<file path="src/rtl/spi_fevt_pkg.sv">
package spi_fevt_pkg;

  localparam int FIFO_DEPTH_DEF = 32;

  // event / mask flag positions
  localparam int F_TXE  = 15;
  localparam int F_DONE = 14;
  localparam int F_RXT  = 13;
  localparam int F_RXF  = 12;
  localparam int F_TXT  = 11;
  localparam int F_RNE  = 9;
  localparam int F_TNF  = 8;

  localparam logic [15:0] FLAG_BITS = 16'((1 << F_TXE) | (1 << F_DONE) | (1 << F_RXT) |
                                          (1 << F_RXF) | (1 << F_TXT) | (1 << F_RNE) |
                                          (1 << F_TNF));

  // sticky flags, index order shared by set and clear vectors
  localparam int N_STICKY = 4;
  localparam int STICKY_POS [N_STICKY] = '{F_TXT, F_RXF, F_RXT, F_DONE};

  // field positions inside the packed words
  localparam int RXCNT_LSB  = 24;
  localparam int TXFREE_LSB = 16;
  localparam int TXTHR_LSB  = 8;
  localparam int RXTHR_LSB  = 0;

  typedef enum logic [2:0] {
    ADR_MODE = 3'd0,
    ADR_EVT  = 3'd1,
    ADR_MASK = 3'd2,
    ADR_TXD  = 3'd3,
    ADR_RXD  = 3'd4
  } reg_adr_e;

endpackage

</file>
<file path="src/rtl/spi_fevt_fifo.sv">
module spi_fevt_fifo #(
  parameter int DEPTH = 32,
  parameter int WIDTH = 8
) (
  input  logic                     clk,
  input  logic                     rst_n,
  input  logic                     push,
  input  logic [WIDTH-1:0]         push_data,
  input  logic                     pop,
  output logic [WIDTH-1:0]         head,
  output logic [$clog2(DEPTH):0]   count
);

  localparam int AW = $clog2(DEPTH);
  localparam int CW = AW + 1;
  localparam logic [CW-1:0] FULL_CNT = CW'(DEPTH);
  localparam logic [AW-1:0] LAST_IDX = AW'(DEPTH - 1);

  logic [WIDTH-1:0] mem [DEPTH];
  logic [AW-1:0]    wr_ptr_q, wr_ptr_d;
  logic [AW-1:0]    rd_ptr_q, rd_ptr_d;
  logic [CW-1:0]    cnt_q, cnt_d;
  logic             push_ok, pop_ok;

  assign push_ok = push && (cnt_q != FULL_CNT);
  assign pop_ok  = pop && (cnt_q != '0);

  always_comb begin
    wr_ptr_d = wr_ptr_q;
    rd_ptr_d = rd_ptr_q;
    cnt_d    = cnt_q;
    if (push_ok) begin
      wr_ptr_d = (wr_ptr_q == LAST_IDX) ? '0 : wr_ptr_q + 1'b1;
    end
    if (pop_ok) begin
      rd_ptr_d = (rd_ptr_q == LAST_IDX) ? '0 : rd_ptr_q + 1'b1;
    end
    case ({push_ok, pop_ok})
      2'b10:   cnt_d = cnt_q + 1'b1;
      2'b01:   cnt_d = cnt_q - 1'b1;
      default: cnt_d = cnt_q;
    endcase
  end

  always_ff @(posedge clk or negedge rst_n) begin
    if (!rst_n) begin
      wr_ptr_q <= '0;
      rd_ptr_q <= '0;
      cnt_q    <= '0;
    end else begin
      wr_ptr_q <= wr_ptr_d;
      rd_ptr_q <= rd_ptr_d;
      cnt_q    <= cnt_d;
    end
  end

  always_ff @(posedge clk) begin
    if (push_ok) begin
      mem[wr_ptr_q] <= push_data;
    end
  end

  assign head  = (cnt_q == '0) ? '0 : mem[rd_ptr_q];
  assign count = cnt_q;

  AST_FIFO_CNT_BOUND: assert property (@(posedge clk) disable iff (!rst_n)
    cnt_q <= FULL_CNT);
  AST_FIFO_FULL_DROP: assert property (@(posedge clk) disable iff (!rst_n)
    (cnt_q == FULL_CNT && push && !pop) |=> (cnt_q == FULL_CNT));
  AST_FIFO_EMPTY_POP: assert property (@(posedge clk) disable iff (!rst_n)
    (cnt_q == '0 && pop && !push) |=> (cnt_q == '0));

endmodule

</file>
<file path="src/rtl/spi_fevt_flags.sv">
module spi_fevt_flags
  import spi_fevt_pkg::*;
#(
  parameter int DEPTH = 32
) (
  input  logic                     clk,
  input  logic                     rst_n,
  input  logic [$clog2(DEPTH):0]   rx_cnt,
  input  logic [$clog2(DEPTH):0]   tx_free,
  input  logic [$clog2(DEPTH):0]   rx_thr,
  input  logic [$clog2(DEPTH):0]   tx_thr,
  input  logic                     done_stb,
  input  logic                     clr_en,
  input  logic [N_STICKY-1:0]      clr_vec,
  output logic [15:0]              flags
);

  localparam int CW = $clog2(DEPTH) + 1;
  localparam logic [CW-1:0] FULL_CNT = CW'(DEPTH);

  logic [N_STICKY-1:0] set_c;
  logic [N_STICKY-1:0] sticky_q, sticky_d;

  // index order follows STICKY_POS: txt, rxf, rxt, done
  assign set_c = {done_stb, (rx_cnt > rx_thr), (rx_cnt == FULL_CNT), (tx_free > tx_thr)};

  for (genvar g = 0; g < N_STICKY; g++) begin : g_sticky
    logic clr_g;
    assign clr_g       = clr_en & clr_vec[g];
    assign sticky_d[g] = (sticky_q[g] & ~clr_g) | set_c[g];
  end

  always_ff @(posedge clk or negedge rst_n) begin
    if (!rst_n) begin
      sticky_q <= '0;
    end else begin
      sticky_q <= sticky_d;
    end
  end

  always_comb begin
    flags        = '0;
    flags[F_TXE] = (tx_free == FULL_CNT);
    flags[F_RNE] = (rx_cnt != '0);
    flags[F_TNF] = (tx_free != '0);
    for (int i = 0; i < N_STICKY; i++) begin
      flags[STICKY_POS[i]] = sticky_q[i];
    end
  end

  AST_DONE_LATCH: assert property (@(posedge clk) disable iff (!rst_n)
    done_stb |=> flags[F_DONE]);
  AST_RXT_SET: assert property (@(posedge clk) disable iff (!rst_n)
    (rx_cnt > rx_thr) |=> flags[F_RXT]);
  AST_RXF_SET: assert property (@(posedge clk) disable iff (!rst_n)
    (rx_cnt == FULL_CNT) |=> flags[F_RXF]);
  AST_TXT_SET: assert property (@(posedge clk) disable iff (!rst_n)
    (tx_free > tx_thr) |=> flags[F_TXT]);
  AST_RXT_W1C: assert property (@(posedge clk) disable iff (!rst_n)
    (clr_en && clr_vec[2] && !(rx_cnt > rx_thr)) |=> !flags[F_RXT]);
  AST_DONE_HOLD: assert property (@(posedge clk) disable iff (!rst_n)
    (flags[F_DONE] && !clr_en) |=> flags[F_DONE]);

endmodule

</file>
<file path="src/rtl/spi_fifo_evt_unit.sv">
module spi_fifo_evt_unit
  import spi_fevt_pkg::*;
#(
  parameter int DEPTH     = FIFO_DEPTH_DEF,
  parameter int TXTHR_RST = 4,
  parameter int RXTHR_RST = 15
) (
  input  logic        clk,
  input  logic        rst_n,
  input  logic        reg_wr,
  input  logic        reg_rd,
  input  logic [2:0]  reg_addr,
  input  logic [15:0] reg_wdata,
  output logic [31:0] reg_rdata,
  input  logic        eng_tx_pop,
  output logic [7:0]  eng_tx_data,
  input  logic        eng_rx_push,
  input  logic [7:0]  eng_rx_data,
  input  logic        eng_done,
  output logic        irq
);

  localparam int CW = $clog2(DEPTH) + 1;
  localparam logic [CW-1:0] FULL_CNT = CW'(DEPTH);

  // reset: asserted asynchronously, released on the clock
  logic [1:0] rst_sync_q;
  logic       rst_int_n;

  always_ff @(posedge clk or negedge rst_n) begin
    if (!rst_n) begin
      rst_sync_q <= 2'b00;
    end else begin
      rst_sync_q <= {rst_sync_q[0], 1'b1};
    end
  end
  assign rst_int_n = rst_sync_q[1];

  // decode
  logic wr_mode, wr_evt, wr_mask, wr_txd, rd_rxd;
  assign wr_mode = reg_wr && (reg_addr == ADR_MODE);
  assign wr_evt  = reg_wr && (reg_addr == ADR_EVT);
  assign wr_mask = reg_wr && (reg_addr == ADR_MASK);
  assign wr_txd  = reg_wr && (reg_addr == ADR_TXD);
  assign rd_rxd  = reg_rd && (reg_addr == ADR_RXD);

  // mode and mask registers
  logic [CW-1:0] tx_thr_q, tx_thr_d;
  logic [CW-1:0] rx_thr_q, rx_thr_d;
  logic [15:0]   mask_q, mask_d;

  always_comb begin
    tx_thr_d = tx_thr_q;
    rx_thr_d = rx_thr_q;
    mask_d   = mask_q;
    if (wr_mode) begin
      tx_thr_d = reg_wdata[TXTHR_LSB +: CW];
      rx_thr_d = reg_wdata[RXTHR_LSB +: CW];
    end
    if (wr_mask) begin
      mask_d = reg_wdata & FLAG_BITS;
    end
  end

  always_ff @(posedge clk or negedge rst_int_n) begin
    if (!rst_int_n) begin
      tx_thr_q <= CW'(TXTHR_RST);
      rx_thr_q <= CW'(RXTHR_RST);
      mask_q   <= '0;
    end else begin
      tx_thr_q <= tx_thr_d;
      rx_thr_q <= rx_thr_d;
      mask_q   <= mask_d;
    end
  end

  // FIFOs
  logic [CW-1:0] tx_cnt, rx_cnt, tx_free;
  logic [7:0]    rx_head;

  spi_fevt_fifo #(.DEPTH(DEPTH), .WIDTH(8)) i_tx_fifo (
    .clk       (clk),
    .rst_n     (rst_int_n),
    .push      (wr_txd),
    .push_data (reg_wdata[7:0]),
    .pop       (eng_tx_pop),
    .head      (eng_tx_data),
    .count     (tx_cnt)
  );

  spi_fevt_fifo #(.DEPTH(DEPTH), .WIDTH(8)) i_rx_fifo (
    .clk       (clk),
    .rst_n     (rst_int_n),
    .push      (eng_rx_push),
    .push_data (eng_rx_data),
    .pop       (rd_rxd),
    .head      (rx_head),
    .count     (rx_cnt)
  );

  assign tx_free = FULL_CNT - tx_cnt;

  // flags
  logic [N_STICKY-1:0] clr_vec;
  logic [15:0]         flags;

  always_comb begin
    for (int i = 0; i < N_STICKY; i++) begin
      clr_vec[i] = reg_wdata[STICKY_POS[i]];
    end
  end

  spi_fevt_flags #(.DEPTH(DEPTH)) i_flags (
    .clk      (clk),
    .rst_n    (rst_int_n),
    .rx_cnt   (rx_cnt),
    .tx_free  (tx_free),
    .rx_thr   (rx_thr_q),
    .tx_thr   (tx_thr_q),
    .done_stb (eng_done),
    .clr_en   (wr_evt),
    .clr_vec  (clr_vec),
    .flags    (flags)
  );

  assign irq = |(flags & mask_q);

  // read mux
  always_comb begin
    reg_rdata = '0;
    case (reg_addr)
      ADR_MODE: begin
        reg_rdata[TXTHR_LSB +: CW] = tx_thr_q;
        reg_rdata[RXTHR_LSB +: CW] = rx_thr_q;
      end
      ADR_EVT: begin
        reg_rdata[RXCNT_LSB +: CW]  = rx_cnt;
        reg_rdata[TXFREE_LSB +: CW] = tx_free;
        reg_rdata[15:0]             = flags;
      end
      ADR_MASK: reg_rdata[15:0] = mask_q;
      ADR_RXD:  reg_rdata[7:0]  = rx_head;
      default:  reg_rdata = '0;
    endcase
  end

  AST_IRQ_NO_MASK: assert property (@(posedge clk) disable iff (!rst_int_n)
    (mask_q == '0) |-> !irq);
  AST_MASK_RSVD: assert property (@(posedge clk) disable iff (!rst_int_n)
    (mask_q & ~FLAG_BITS) == '0);
  AST_TXT_FROM_MODE: assert property (@(posedge clk) disable iff (!rst_int_n)
    (wr_mode && (reg_wdata[TXTHR_LSB +: CW] < tx_free)) |=> ##1 flags[F_TXT]);

endmodule

</file>
<file path="config.mk">
export PLATFORM = sky130hd
export DESIGN_NAME = spi_fifo_evt_unit
export DESIGN_NICKNAME = d
export VERILOG_FILES = /design/src/rtl/spi_fevt_pkg.sv /design/src/rtl/spi_fevt_fifo.sv /design/src/rtl/spi_fevt_flags.sv /design/src/rtl/spi_fifo_evt_unit.sv
export SDC_FILE = /design/constraint.sdc
export NUM_CORES = 1
export LEC_CHECK = 0
export ABC_AREA = 1
export BUFFER_PORTS_ARGS = -buffer_cell sky130_fd_sc_hd__buf_2
export CORE_MARGIN = 2
export CORE_UTILIZATION = 35
export CTS_CLUSTER_SIZE = 24
export DETAILED_ROUTE_END_ITERATION = 10
export PLACE_DENSITY_LB_ADDON = 0.12
export REMOVE_ABC_BUFFERS = 1
export SKIP_CTS_REPAIR_TIMING = 1
export SLEW_MARGIN = 40
export SYNTH_ARGS = -nofsm -noshare
export SYNTH_HDL_FRONTEND = slang
export SYNTH_SLANG_ARGS = --single-unit
</file>
<file path="constraint.sdc">
create_clock -name clk -period 1.8 [get_ports clk]
set_input_delay 0.09 -clock clk [delete_from_list [all_inputs] [get_ports clk]]
set_output_delay 0.09 -clock clk [all_outputs]
set_load 0.02 [all_outputs]
</file>
==> results of run 1 <==
-- state kept, by name, summed over array words and instances, names as in the netlist --
signal and cells:
i_rx_fifo.mem 256, i_tx_fifo.mem 256, mask_q 7, i_rx_fifo.count 6, i_tx_fifo.count 6, rx_thr_q 6
tx_thr_q 6, i_rx_fifo.rd_ptr_q 5, i_rx_fifo.wr_ptr_q 5, i_tx_fifo.rd_ptr_q 5, i_tx_fifo.wr_ptr_q 5, i_flags.sticky_q 4
rst_sync_q 2
-- cell usage after synthesis --
| library cell | number |
|---|---|
| inv_1 | 216 |
| clkbuf_2 | 1 |
| o2111ai_1 | 1 |
| o21bai_1 | 1 |
| buf_2 | 51 |
| ha_1 | 33 |
| xnor2_1 | 3 |
| nor3_2 | 2 |
| dfrtp_1 | 52 |
| clkinv_1 | 5 |
| nor4_1 | 1 |
| nor3_1 | 13 |
| or2_1 | 1 |
| buf_1 | 8 |
| xor2_1 | 7 |
| o221ai_1 | 1 |
| o211ai_1 | 36 |
| nor3b_1 | 2 |
| a21oi_1 | 33 |
| nand4_1 | 6 |
| or2_0 | 3 |
| buf_6 | 6 |
| nor2_1 | 255 |
| o21ai_0 | 95 |
| inv_2 | 9 |
| nand2_1 | 670 |
| inv_4 | 1 |
| nand3_1 | 310 |
| mux2_2 | 2 |
| o21ai_1 | 17 |
| clkbuf_1 | 27 |
| o22ai_1 | 3 |
| conb_1 | 2 |
| nand2_2 | 4 |
| a22oi_1 | 1 |
| dfstp_2 | 5 |
| buf_4 | 20 |
| edfxtp_1 | 512 |
| nor2_2 | 1 |
| or2_2 | 23 |
-- final cells by class --
class | count | area, µm²
sequential | 569 | 16820
clock buffer | 87 | 1782
multi-input combinational | 1529 | 8048
fill | 6717 | 38950
timing repair buffer | 356 | 3467
clock inverter | 31 | 304.0
tap | 950 | 1189
inverter | 231 | 923.4
-- power groups by stage --
| stage | clock network (mW) | registers [mW] | logic, mW |
|---|---|---|---|
| after global routing | 13.8 | 15.9 | 22.7 |
| after global placement | 0 | 16.0 | 17.2 |
| after floorplan | 0 | 16.8 | 8.13 |
| after CTS | 13.3 | 15.7 | 17.3 |
| after detailed placement | 0 | 16.0 | 17.2 |
| final | 13.0 | 15.8 | 20.7 |
-- cells by family after synthesis --
| family | count (synthesis) | share of synthesized area |
|---|---|---|
| AOI/OAI and AO/OA | 188 | 0.04151 |
| adders and majority gates | 33 | 0.01636 |
| muxes | 2 | 0.0008925 |
| other | 2 | 0.0002976 |
| and+or+nand+nor | 1291 | 0.2127 |
| xor gates and xnor gates | 10 | 0.003471 |
| DFF | 569 | 0.6661 |
| buffers and inverters | 344 | 0.05861 |
-- worst max-delay path, stage by stage, from the launching register on --
cell       delay [ns]
dfrtp_4          0.58
buf_4            0.19
clkbuf_16        0.19
nand2_1          0.07
nand3_1          0.07
nand3_1          0.12
nand2_1          0.09
nor2_2           0.13
nand2_2          0.11
nand3_1          0.11
nand2_2          0.10
buf_4            0.17
-- per-layer routing --
layer | vias up | global-route usage
li1 | 8841 | -
met4 | 2 | 0.05032
met5 | - | 0
met1 | 8863 | 0.2480
met2 | 388 | 0.3095
met3 | 105 | 0.02961
-- worst max path at each step --
stage	to	slack, ns	depth (start not counted)	from
4_1_cts	reg_rdata[2]	-0.92	10	i_rx_fifo.rd_ptr_q[1]$_DFFE_PN0P_
5_1_grt	reg_rdata[3]	-0.91	11	i_rx_fifo.rd_ptr_q[0]$_DFFE_PN0P_
6_report	reg_rdata[3]	-0.84	11	i_rx_fifo.rd_ptr_q[0]$_DFFE_PN0P_
3_3_place_gp	i_tx_fifo.count[4]$_DFFE_PN0P_	-0.75	18	i_tx_fifo.count[1]$_DFFE_PN0P_
3_5_place_dp	i_tx_fifo.count[4]$_DFFE_PN0P_	-0.74	18	i_tx_fifo.count[1]$_DFFE_PN0P_
2_1_floorplan	eng_tx_data[1]	-2.80	8	i_tx_fifo.rd_ptr_q[0]$_DFFE_PN0P_
-- per-stage QoR --
stage | instance area, µm² | setup TNS [ns] | utilization | total power, mW
3_3_place_gp | 28370 | -151.83 | 0.3969 | 33.17
3_5_place_dp | 28370 | -161.21 | 0.3969 | 33.23
6_report | 32530 | -122.10 | 0.4551 | 49.47
4_1_cts | 30460 | -182.12 | 0.4260 | 46.31
2_1_floorplan | 24630 | -160.07 | - | 24.92
5_1_grt | 32530 | -164.60 | 0.4551 | 52.40
==> impl_results.md, run 1 <==
* Outcome: finished with violations
* Failing checks: setup timing
* DR vias at 18199
* Clock buffer depth at 3
* DR pass1 iterations at 5
* Clock power frac at 0.262
* Final min period at approximately 2.6 ns
* NetSw at approximately 18 mW
* Fmax at 0.3793 GHz
* Commonest cells after routing, fill and taps aside: nand2_1, edfxtp_1, nand3_1
* Hold endpoint: i_tx_fifo.mem[21][6]$_DFFE_PP_
* # setup viols final at 417
* R2r startpoint: i_tx_fifo.count[1]$_DFFE_PN0P_
* Total grt overflow at 0
* Antenna Cells at 0
* Via/cell ratio at between 4 and 5
* WL met1 at between 30 and 40 mm
* Yosys top cell by area: edfxtp_1
* Least-Margin Pin Slew at 0.7819 ns
* Initial drt markers at between 1000 and 1500
* Worst EP required at 1.71 ns
* WL/cell at roughly 19 µm
* Antenna violations before repair at 2
* First-pass GRT wire length at 105.0 mm
* Placeable Area at 71490 µm²
* I/O pin count at 75
* DRC at 0
* Die Area at 74250 µm²
* Met3 routed WL at around 3.0 mm
* Hold slack at 0.002445 ns
* P_int at slightly above 30 mW
* Area Growth Syn to Fin at 28.93%
* Largest net degree at the start of global routing at 56
* Die height at 272.5 µm
* Vias in the first global route at 17839
* Leakage at 12.99 nW
* HP Class: input pin to flip-flop
* Proportion of layout cells with a drive suffix above 1 at 0.2497
* Rel. slew slack at 0.4768
* Final WL at approximately 70 mm
* Reg2Reg Depth at 20
* Die W at 272.5 µm
* Nets at 2821
* H-tree depth at 3
* Final Max Tran Viols at 0
* WS Path Type: flip-flop to output pin
* Hold Startpoint: reg_wdata[6]
* Flop pwr share at 0.320
* CTS Root Cell: clkbuf_16
* Crit start category: flip-flop
* Starting Density at 0.3530
* Clock Pin Slew Worst Setup and Hold Paths at 0.05 ns
* MaxCap Viol Count at 0
* Clock skew at 0.02197 ns
* Clock Sink Count at 569
* Worst slack at placement at -0.7402 ns
* Placed insts at 3580
* CTS tree: yes
* Synth area leaders: edfxtp_1, nand2_1, nand3_1
* Synthesis Warnings at 0
* Post-DRT Antenna Nets at 0
* Synth cell types at 40
* Most common cell after layout, fill and taps aside: nand2_1
* Register bit total from synthesis at about 570
* Critical R2R Capture: i_tx_fifo.count[4]$_DFFE_PN0P_
* R2r setup slk at -0.58 ns
* RSZ-0062 raised after global routing: yes
* Worst Setup End Kind: output pin
* Gate power share at 0.418
* Setup slack after layout at -0.8365 ns
* Final period util at 1.465
* Avg Inst Size Synth at 10.35 µm²
* Mapped Area at 25230 µm²
* Worst-skew pair later-pin latency at between 0.6 and 0.7 ns
* CP max FO at 22
* Worst Path Arrival at 2.55 ns
* PortBufs at 70
* Switching part of the total at 0.3733
* Cell Pwr Density at 1521 nW/µm²
* Routed met2 length at 34.25 mm
* Gate Count Post-Synth at between 2000 and 2500
* GPL Wtd Cong at 0.8608
* Row cnt at around 100
* WHS Path Cells at 1
* Top-area cell type share of the netlist area at 0.6093
* VDD IR-drop max at around 1.3 mV
* Hold Fails Final Rpt at 0
* Sequential fraction of the synthesis area at 0.6661
* Non-Filler Instances at 3753
* Hpwl dp at 44.88 mm
* Gr usage total at 0.1844
* Top Metal Used: met5
* CTS buffer count at 67
Power figures use the tool's default switching activity.
==> inputs of run 2 (changes only) <==
--- a/config.mk
+++ b/config.mk
@@ -5,7 +5,6 @@
 export SDC_FILE = /design/constraint.sdc
 export NUM_CORES = 1
 export LEC_CHECK = 0
-export ABC_AREA = 1
 export BUFFER_PORTS_ARGS = -buffer_cell sky130_fd_sc_hd__buf_2
 export CORE_MARGIN = 2
 export CORE_UTILIZATION = 35
==> impl_results.md, run 2 <==
* Starting Density at 0.3544 (was 0.3530)
* Final Max Tran Viols at 0 (unchanged)
* HP Class: input pin to flip-flop (unchanged)
* Antenna violations before repair at 0 (was 2)
* Clock Sink Count at 569 (unchanged)
* Delay-heaviest family, CP: multiplexers (was simple AND/OR/NAND/NOR gates)
* Placed insts at 2460 (was 3580)
* VDD IR-drop max at 0.8271 mV (was 1.341 mV)
* CTS tree: yes (unchanged)
* Proportion of layout cells with a drive suffix above 1 at 0.4214 (was 0.2497)
* GPL Wtd Cong at 0.8067 (was 0.8608)
* Clock Pin Slew Worst Setup and Hold Paths at 0.06 ns (was 0.05 ns)
* CTS buffer count at 66 (was 67)
* Setup slack after layout at -1.033 ns (was -0.8365 ns)
* Yosys top cell by area: edfxtp_1 (unchanged)
* Placeable Area at 67280 µm² (was 71490 µm²)
* Final min period at 2.833 ns (was 2.637 ns)
* Die Area at 70230 µm² (was 74250 µm²)
* Sequential fraction of the synthesis area at 0.7049 (was 0.6661)
* Register bit total from synthesis at 569 (unchanged)
* Largest net degree at the start of global routing at 34 (was 56)
* Least-Margin Pin Slew at 0.7493 ns (was 0.7819 ns)
* Rel. slew slack at 0.5004 (was 0.4768)
* Mapped Area at 23840 µm² (was 25230 µm²)
* Row cnt at 95 (was 98)
* Hold Fails Final Rpt at 0 (unchanged)
* Synth area leaders: edfxtp_1, mux4_2, dfrtp_1 (was edfxtp_1, nand2_1, nand3_1)
* Worst EP required at 1.71 ns (about the same)
* Total grt overflow at 0 (unchanged)
* Die W at 265.0 µm (was 272.5 µm)
* Crit start category: flip-flop (unchanged)
* Failing checks: setup timing (unchanged)
* Commonest cells after routing, fill and taps aside: edfxtp_1, buf_4, mux4_2 (was nand2_1, edfxtp_1, nand3_1)
* Post-synth EDFFs at 512 (unchanged)
* CTS Root Cell: clkbuf_16 (unchanged)
* Non-Filler Instances at 2636 (was 3753)
* Hold slack at 0.009980 ns (was 0.002445 ns)
* DR vias at 13426 (was 18199)
* Antenna Cells at 0 (unchanged)
* Post-DRT Antenna Nets at 0 (unchanged)
* Area of the multi-input gates at 7687 µm² (was 8048 µm²)
* Synthesis Warnings at 0 (unchanged)
* Avg Inst Size Synth at 17.12 µm² (was 10.35 µm²)
* First-pass GRT wire length at 87.65 mm (was 105.0 mm)
* Finished Cell Area at 30760 µm² (was 32530 µm²)
* MaxCap Viol Count at 0 (unchanged)
* Cell Chain, Critical Path: buf_12 > clkbuf_16 > mux4_2 > mux2i_1 > nor2_1 > a2111oi_2 > nor3_2 > buf_4 (was buf_4 > clkbuf_16 > nand2_1 > nand3_1 > nand3_1 > nand2_1 > nor2_2 > nand2_2 > nand3_1 > nand2_2 > buf_4)
* Fmax at 0.3529 GHz (was 0.3793 GHz)
* Vias in the first global route at 13619 (was 17839)
* Leakage at 10.62 nW (was 12.99 nW)
* Top-area cell type share of the netlist area at 0.6448 (was 0.6093)
* Die height at 265.0 µm (was 272.5 µm)
* H-tree depth at 3 (unchanged)
* Synth top cells by count: edfxtp_1, nor2_1, mux4_2 (was nand2_1, edfxtp_1, nand3_1)
* PortBufs at 70 (unchanged)
* Clock skew at 0.02438 ns (was 0.02197 ns)
* DRC at 0 (unchanged)
* Slowest cell on crit path: dfrtp_4 (unchanged)
* DR pass1 iterations at 4 (was 5)
* Final WL at 59.99 mm (was 70.71 mm)
* Top-count cell post-synth: edfxtp_1 (was nand2_1)
* Gate Count Post-Synth at 1393 (was 2439)
* FF/Latch Area at 16820 µm² (about the same)
* Worst Setup End Kind: output pin (unchanged)
* Via/cell ratio at 5.093 (was 4.849)
* Area after DPL at 26730 µm² (was 28370 µm²)
* # setup viols final at 557 (was 417)
* Post-synth ARST share at 0.1002 (unchanged)
* Largest registers: i_rx_fifo.mem x256, i_tx_fifo.mem x256, mask_q x7 (unchanged)
* Area Growth Syn to Fin at 29.02% (was 28.93%)
* Cell Pwr Density at 1438 nW/µm² (was 1521 nW/µm²)
* Synth cell types at 65 (was 40)
* WS Path Type: flip-flop to output pin (unchanged)
* Final period util at 1.574 (was 1.465)
* Most common cell after layout, fill and taps aside: edfxtp_1 (was nand2_1)
* RSZ-0062 raised after global routing: yes (unchanged)
* Worst slack at placement at -0.9888 ns (was -0.7402 ns)
* Hpwl dp at 39.63 mm (was 44.88 mm)
* WL/cell at 22.76 µm (was 18.84 µm)
* Fill cells at 5841 (was 6717)
* Buffers & Inverters on Critical Path at 3 (unchanged)
* Clock buffer depth at 3 (unchanged)
* Worst Path Arrival at 2.74 ns (was 2.55 ns)
* I/O pin count at 75 (unchanged)
* CP max FO at 8 (was 22)
* Worst-skew pair later-pin latency at 0.60 ns (was 0.61 ns)
* Nets at 1778 (was 2821)
* Outcome: finished with violations (unchanged)
* Critical Path Max Stage Delay at 0.54 ns (was 0.58 ns)
* Initial drt markers at 804 (was 1156)
* Synth Flop Type: edfxtp_1 (unchanged)
* Gr usage total at 0.1681 (was 0.1844)
[run 2: cell types whose count changed after synthesis, sizes merged, moves of 68 or more]
| cell | delta |
|---|---|
| nand2 | -620 |
| nand3 | -293 |
| inv | -201 |
| nor2 | -142 |
| mux4 | +107 |
| o21ai | -72 |
| mux2i | +68 |
[run 2: logic make-up after synthesis]
family / after synthesis / share of synthesized area
fa+ha+maj: 33 / 0.01732
other cells: 2 / 0.0003150
xor+xnor: 19 / 0.006979
mux: 209 / 0.1460
flops: 569 / 0.7049
buf+inv: 107 / 0.02272
simple gates: 279 / 0.05583
compound gates: 175 / 0.04597
[run 2: final timing paths]
path / endpoint / startpoint / cells past startpoint / slack [ns]
worst max-delay path: reg_rdata[0] / i_rx_fifo.rd_ptr_q[1]$_DFFE_PN0P_ / 8 / -1.03
worst min-delay path: i_rx_fifo.rd_ptr_q[0]$_DFFE_PN0P_ / reg_rd / 5 / 0.01
worst max register to register: i_rx_fifo.count[5]$_DFFE_PN0P_ / i_rx_fifo.count[3]$_DFFE_PN0P_ / 10 / -0.95
worst min register to register: mask_q[9]$_DFFE_PN0P_ / rst_sync_q[1]$_DFF_PN0_ / 0 / 0.30
max in group asynchronous: i_rx_fifo.rd_ptr_q[1]$_DFFE_PN0P_ / rst_sync_q[1]$_DFF_PN0_ / 1 / 0.83
min in group asynchronous: mask_q[9]$_DFFE_PN0P_ / rst_sync_q[1]$_DFF_PN0_ / 0 / 0.30
[run 2: cell type report]
class                           instances  share of cell area
Sequential cell                       569              0.5469
Tap cell                              873             0.03551
Inverter                               26            0.003579
Timing Repair Buffer                  328             0.09732
Clock buffer                           92             0.05893
Clock inverter                         28            0.007931
Multi-Input combinational cell        720              0.2499
[run 2: metal layers]
metal  global-route usage  up-vias  part of all wire
li1                     -     6137                 -
met1               0.2200     6961              0.44
met2               0.2889      243              0.51
met3              0.02453       85             0.028
met4              0.05360        0             0.024
met5                    0        -                 0
[run 2: per-stage QoR]
stage / TNS [ns] / util / power [mW]
3_3_place_gp: -215.16 / 0.3968 / 28.55
5_1_grt: -183.95 / 0.4573 / 46.25
4_1_cts: -230.43 / 0.4278 / 41.53
6_report: -136.17 / 0.4573 / 44.25
3_5_place_dp: -204.44 / 0.3972 / 28.64
2_1_floorplan: -241.12 / - / 22.96
[run 2: power by group]
group	internal (mW)	switching [mW]
combinational	7.79	7.79
clock	7.51	5.27
sequential	15.2	0.686
[run 2: worst reg2reg max path, cell delays in order, from the launching register on]
cell,delay (ns)
dfrtp_1,0.37
or4_4,0.55
o311a_4,0.40
nand2_8,0.08
inv_6,0.04
ha_4,0.16
nor2b_4,0.11
mux2i_1,0.07
or4_1,0.48
a221oi_2,0.27
xnor2_1,0.10
==> inputs of run 3 (changes only) <==
--- a/config.mk
+++ b/config.mk
@@ -7,7 +7,7 @@
 export LEC_CHECK = 0
 export BUFFER_PORTS_ARGS = -buffer_cell sky130_fd_sc_hd__buf_2
 export CORE_MARGIN = 2
-export CORE_UTILIZATION = 35
+export CORE_UTILIZATION = 50
 export CTS_CLUSTER_SIZE = 24
 export DETAILED_ROUTE_END_ITERATION = 10
 export PLACE_DENSITY_LB_ADDON = 0.12
==> impl_results.md, run 3 (same netlist as run 2, synthesis figures left out) <==
* Largest registers: i_rx_fifo.mem x256, i_tx_fifo.mem x256, mask_q x7 (unchanged)
* Gr usage total at 0.2174 (was 0.1681)
* Die Area at 49450 µm² (was 70230 µm²)
* Failing checks: setup timing (unchanged)
* Post-DRT Antenna Nets at 0 (unchanged)
* CP max FO at 5 (was 8)
* Via/cell ratio at 5.682 (was 5.093)
* H-tree depth at 2 (was 3)
* Largest net degree at the start of global routing at 41 (was 34)
* I/O pin count at 75 (unchanged)
* Most Frequent Cell on Critical Path: buf_4
* Proportion of layout cells with a drive suffix above 1 at 0.4031 (was 0.4214)
* Critical Path Max Stage Delay at 0.50 ns (was 0.54 ns)
* Vias in the first global route at 13342 (was 13619)
* Final period util at 1.593 (was 1.574)
* Row cnt at 80 (was 95)
* Die height at 222.4 µm (was 265.0 µm)
* Clock buffer depth at 3 (unchanged)
* Antenna violations before repair at 0 (unchanged)
* Outcome: finished with violations (unchanged)
* Critical path startpoint: i_rx_fifo.rd_ptr_q[1]$_DFFE_PN0P_ (unchanged)
* Area after DPL at 26320 µm² (was 26730 µm²)
* Leakage at 10.44 nW (was 10.62 nW)
* HP Class: input pin to flip-flop (unchanged)
* Fill cells at 3410 (was 5841)
* Hold Startpoint: reg_wdata[6] (was reg_rd)
* Clock skew at 0.03743 ns (was 0.02438 ns)
* # setup viols final at 559 (was 557)
* GPL Wtd Cong at 0.8149 (was 0.8067)
* Cell Pwr Density at 1412 nW/µm² (was 1438 nW/µm²)
* Most common cell after layout, fill and taps aside: edfxtp_1 (unchanged)
* PortBufs at 70 (unchanged)
* VDD IR-drop max at 1.142 mV (was 0.8271 mV)
* WL/cell at 23.35 µm (was 22.76 µm)
* Fmax at 0.3488 GHz (was 0.3529 GHz)
* Worst Path Arrival at 2.78 ns (was 2.74 ns)
* Antenna Cells at 0 (unchanged)
* Hpwl dp at 35.29 mm (was 39.63 mm)
* DRC at 0 (unchanged)
* WS Path Type: flip-flop to output pin (unchanged)
* Placeable Area at 47450 µm² (was 67280 µm²)
* DR pass1 iterations at 5 (was 4)
* Setup slack after layout at -1.067 ns (was -1.033 ns)
* Crit start category: flip-flop (unchanged)
* Final min period at 2.867 ns (was 2.833 ns)
* Cell Chain, Critical Path: buf_12 > buf_4 > mux4_2 > a22oi_2 > buf_4 > a31oi_1 > o31a_1 > buf_2 (was buf_12 > clkbuf_16 > mux4_2 > mux2i_1 > nor2_1 > a2111oi_2 > nor3_2 > buf_4)
* CTS Root Cell: clkbuf_16 (unchanged)
* RSZ-0062 raised after global routing: yes (unchanged)
* Clock Sink Count at 569 (unchanged)
* Worst-skew pair later-pin latency at 0.62 ns (was 0.60 ns)
* FF/Latch Area at 16820 µm² (unchanged)
* Starting Density at 0.5026 (was 0.3544)
* Worst Setup End Kind: output pin (unchanged)
* First-pass GRT wire length at 80.95 mm (was 87.65 mm)
* Fin Setup TNS at -107.69 ns (was -136.17 ns)
* Slowest cell on crit path: dfrtp_4 (unchanged)
* MaxCap Viol Count at 0 (unchanged)
* Rel. slew slack at 0.5367 (was 0.5004)
* Final Max Tran Viols at 0 (unchanged)
* Total grt overflow at 0 (unchanged)
* Clock Pin Slew Worst Setup and Hold Paths at 0.06 ns (about the same)
* Nets at 1764 (was 1778)
* Worst EP required at 1.71 ns (about the same)
* CTS tree: yes (unchanged)
* DR vias at 13404 (was 13426)
* Final WL at 55.08 mm (was 59.99 mm)
* Finished Cell Area at 29870 µm² (was 30760 µm²)
* Hold Fails Final Rpt at 0 (unchanged)
* Least-Margin Pin Slew at 0.6949 ns (was 0.7493 ns)
* CTS buffer count at 57 (was 66)
* Commonest cells after routing, fill and taps aside: edfxtp_1, buf_4, mux4_2 (unchanged)
* R2r startpoint: i_rx_fifo.count[0]$_DFFE_PN0P_ (was i_rx_fifo.count[3]$_DFFE_PN0P_)
* Initial drt markers at 1007 (was 804)
* Die W at 222.4 µm (was 265.0 µm)
* Area Growth Syn to Fin at 25.28% (was 29.02%)
* Area of the multi-input gates at 7402 µm² (was 7687 µm²)
==> run 3: changes by cell type in the layout (fill, tap and decap cells not counted), sizes merged <==
cell	previous run	this run
buf	314	304
bufinv	3	6
clkbuf	93	70
clkinv	24	30
clkinvlp	0	2
dlygate4sd3	13	15
inv	27	28
==> run 3: per-layer routing <==
| metal | vias up | share of wire | GRT usage |
|---|---|---|---|
| li1 | 6088 | - | - |
| met1 | 6918 | 0.42 | 0.2918 |
| met5 | - | 0 | 0 |
| met2 | 322 | 0.51 | 0.3764 |
| met4 | 0 | 0.021 | 0.05088 |
| met3 | 76 | 0.041 | 0.03385 |
==> run 3: final timing paths <==
| check | slack, ns | cells after the start | endpoint |
|---|---|---|---|
| min in group asynchronous | 0.20 | 0 | i_rx_fifo.count[5]$_DFFE_PN0P_ |
| worst max register to register | -0.90 | 11 | i_rx_fifo.count[5]$_DFFE_PN0P_ |
| max in group asynchronous | 0.97 | 1 | rx_thr_q[0]$_DFFE_PN1P_ |
| worst min register to register | 0.20 | 0 | i_rx_fifo.count[5]$_DFFE_PN0P_ |
| worst max-delay path | -1.07 | 8 | reg_rdata[2] |
| worst min-delay path | 0.02 | 1 | i_tx_fifo.mem[12][6]$_DFFE_PP_ |
==> run 3: power breakdown <==
| group | internal (mW) | switching, mW | leakage [nW] |
|---|---|---|---|
| sequential | 15.2 | 0.634 | 5.27 |
| combinational | 7.39 | 7.28 | 4.27 |
| clock | 6.68 | 5.00 | 0.900 |
| total | 29.3 | 12.9 | 10.4 |
==> run 3: cell type report <==
class,instances,area share
clock buffers,66,0.04888
clock inverters,40,0.01240
multi-input cells,720,0.2478
inverters,26,0.003686
repair buffers,323,0.09830
flip-flops and latches,569,0.5632
well taps,615,0.02576
==> run 3: critical path, delay by kind of cell, from the launching register on <==
kind / cells / cell delay (ns)
flip-flops: 1 / 0.50
multiplexers: 1 / 0.35
AO/OA/AOI/OAI: 3 / 0.61
buffers and inverters: 4 / 0.69
==> run 3: metrics by stage <==
stage	hold slack, ns	util	setup WS (ns)	total power, mW	cells
2_1_floorplan	-0.2056	-	-2.140	22.96	1315
3_3_place_gp	-0.1242	0.5544	-0.9462	28.17	2194
3_5_place_dp	-0.1223	0.5546	-1.003	28.31	2194
4_1_cts	-0.7844	0.5932	-1.205	39.98	2300
5_1_grt	0.01978	0.6296	-1.122	44.03	2359
6_report	0.01562	0.6296	-1.067	42.19	2359
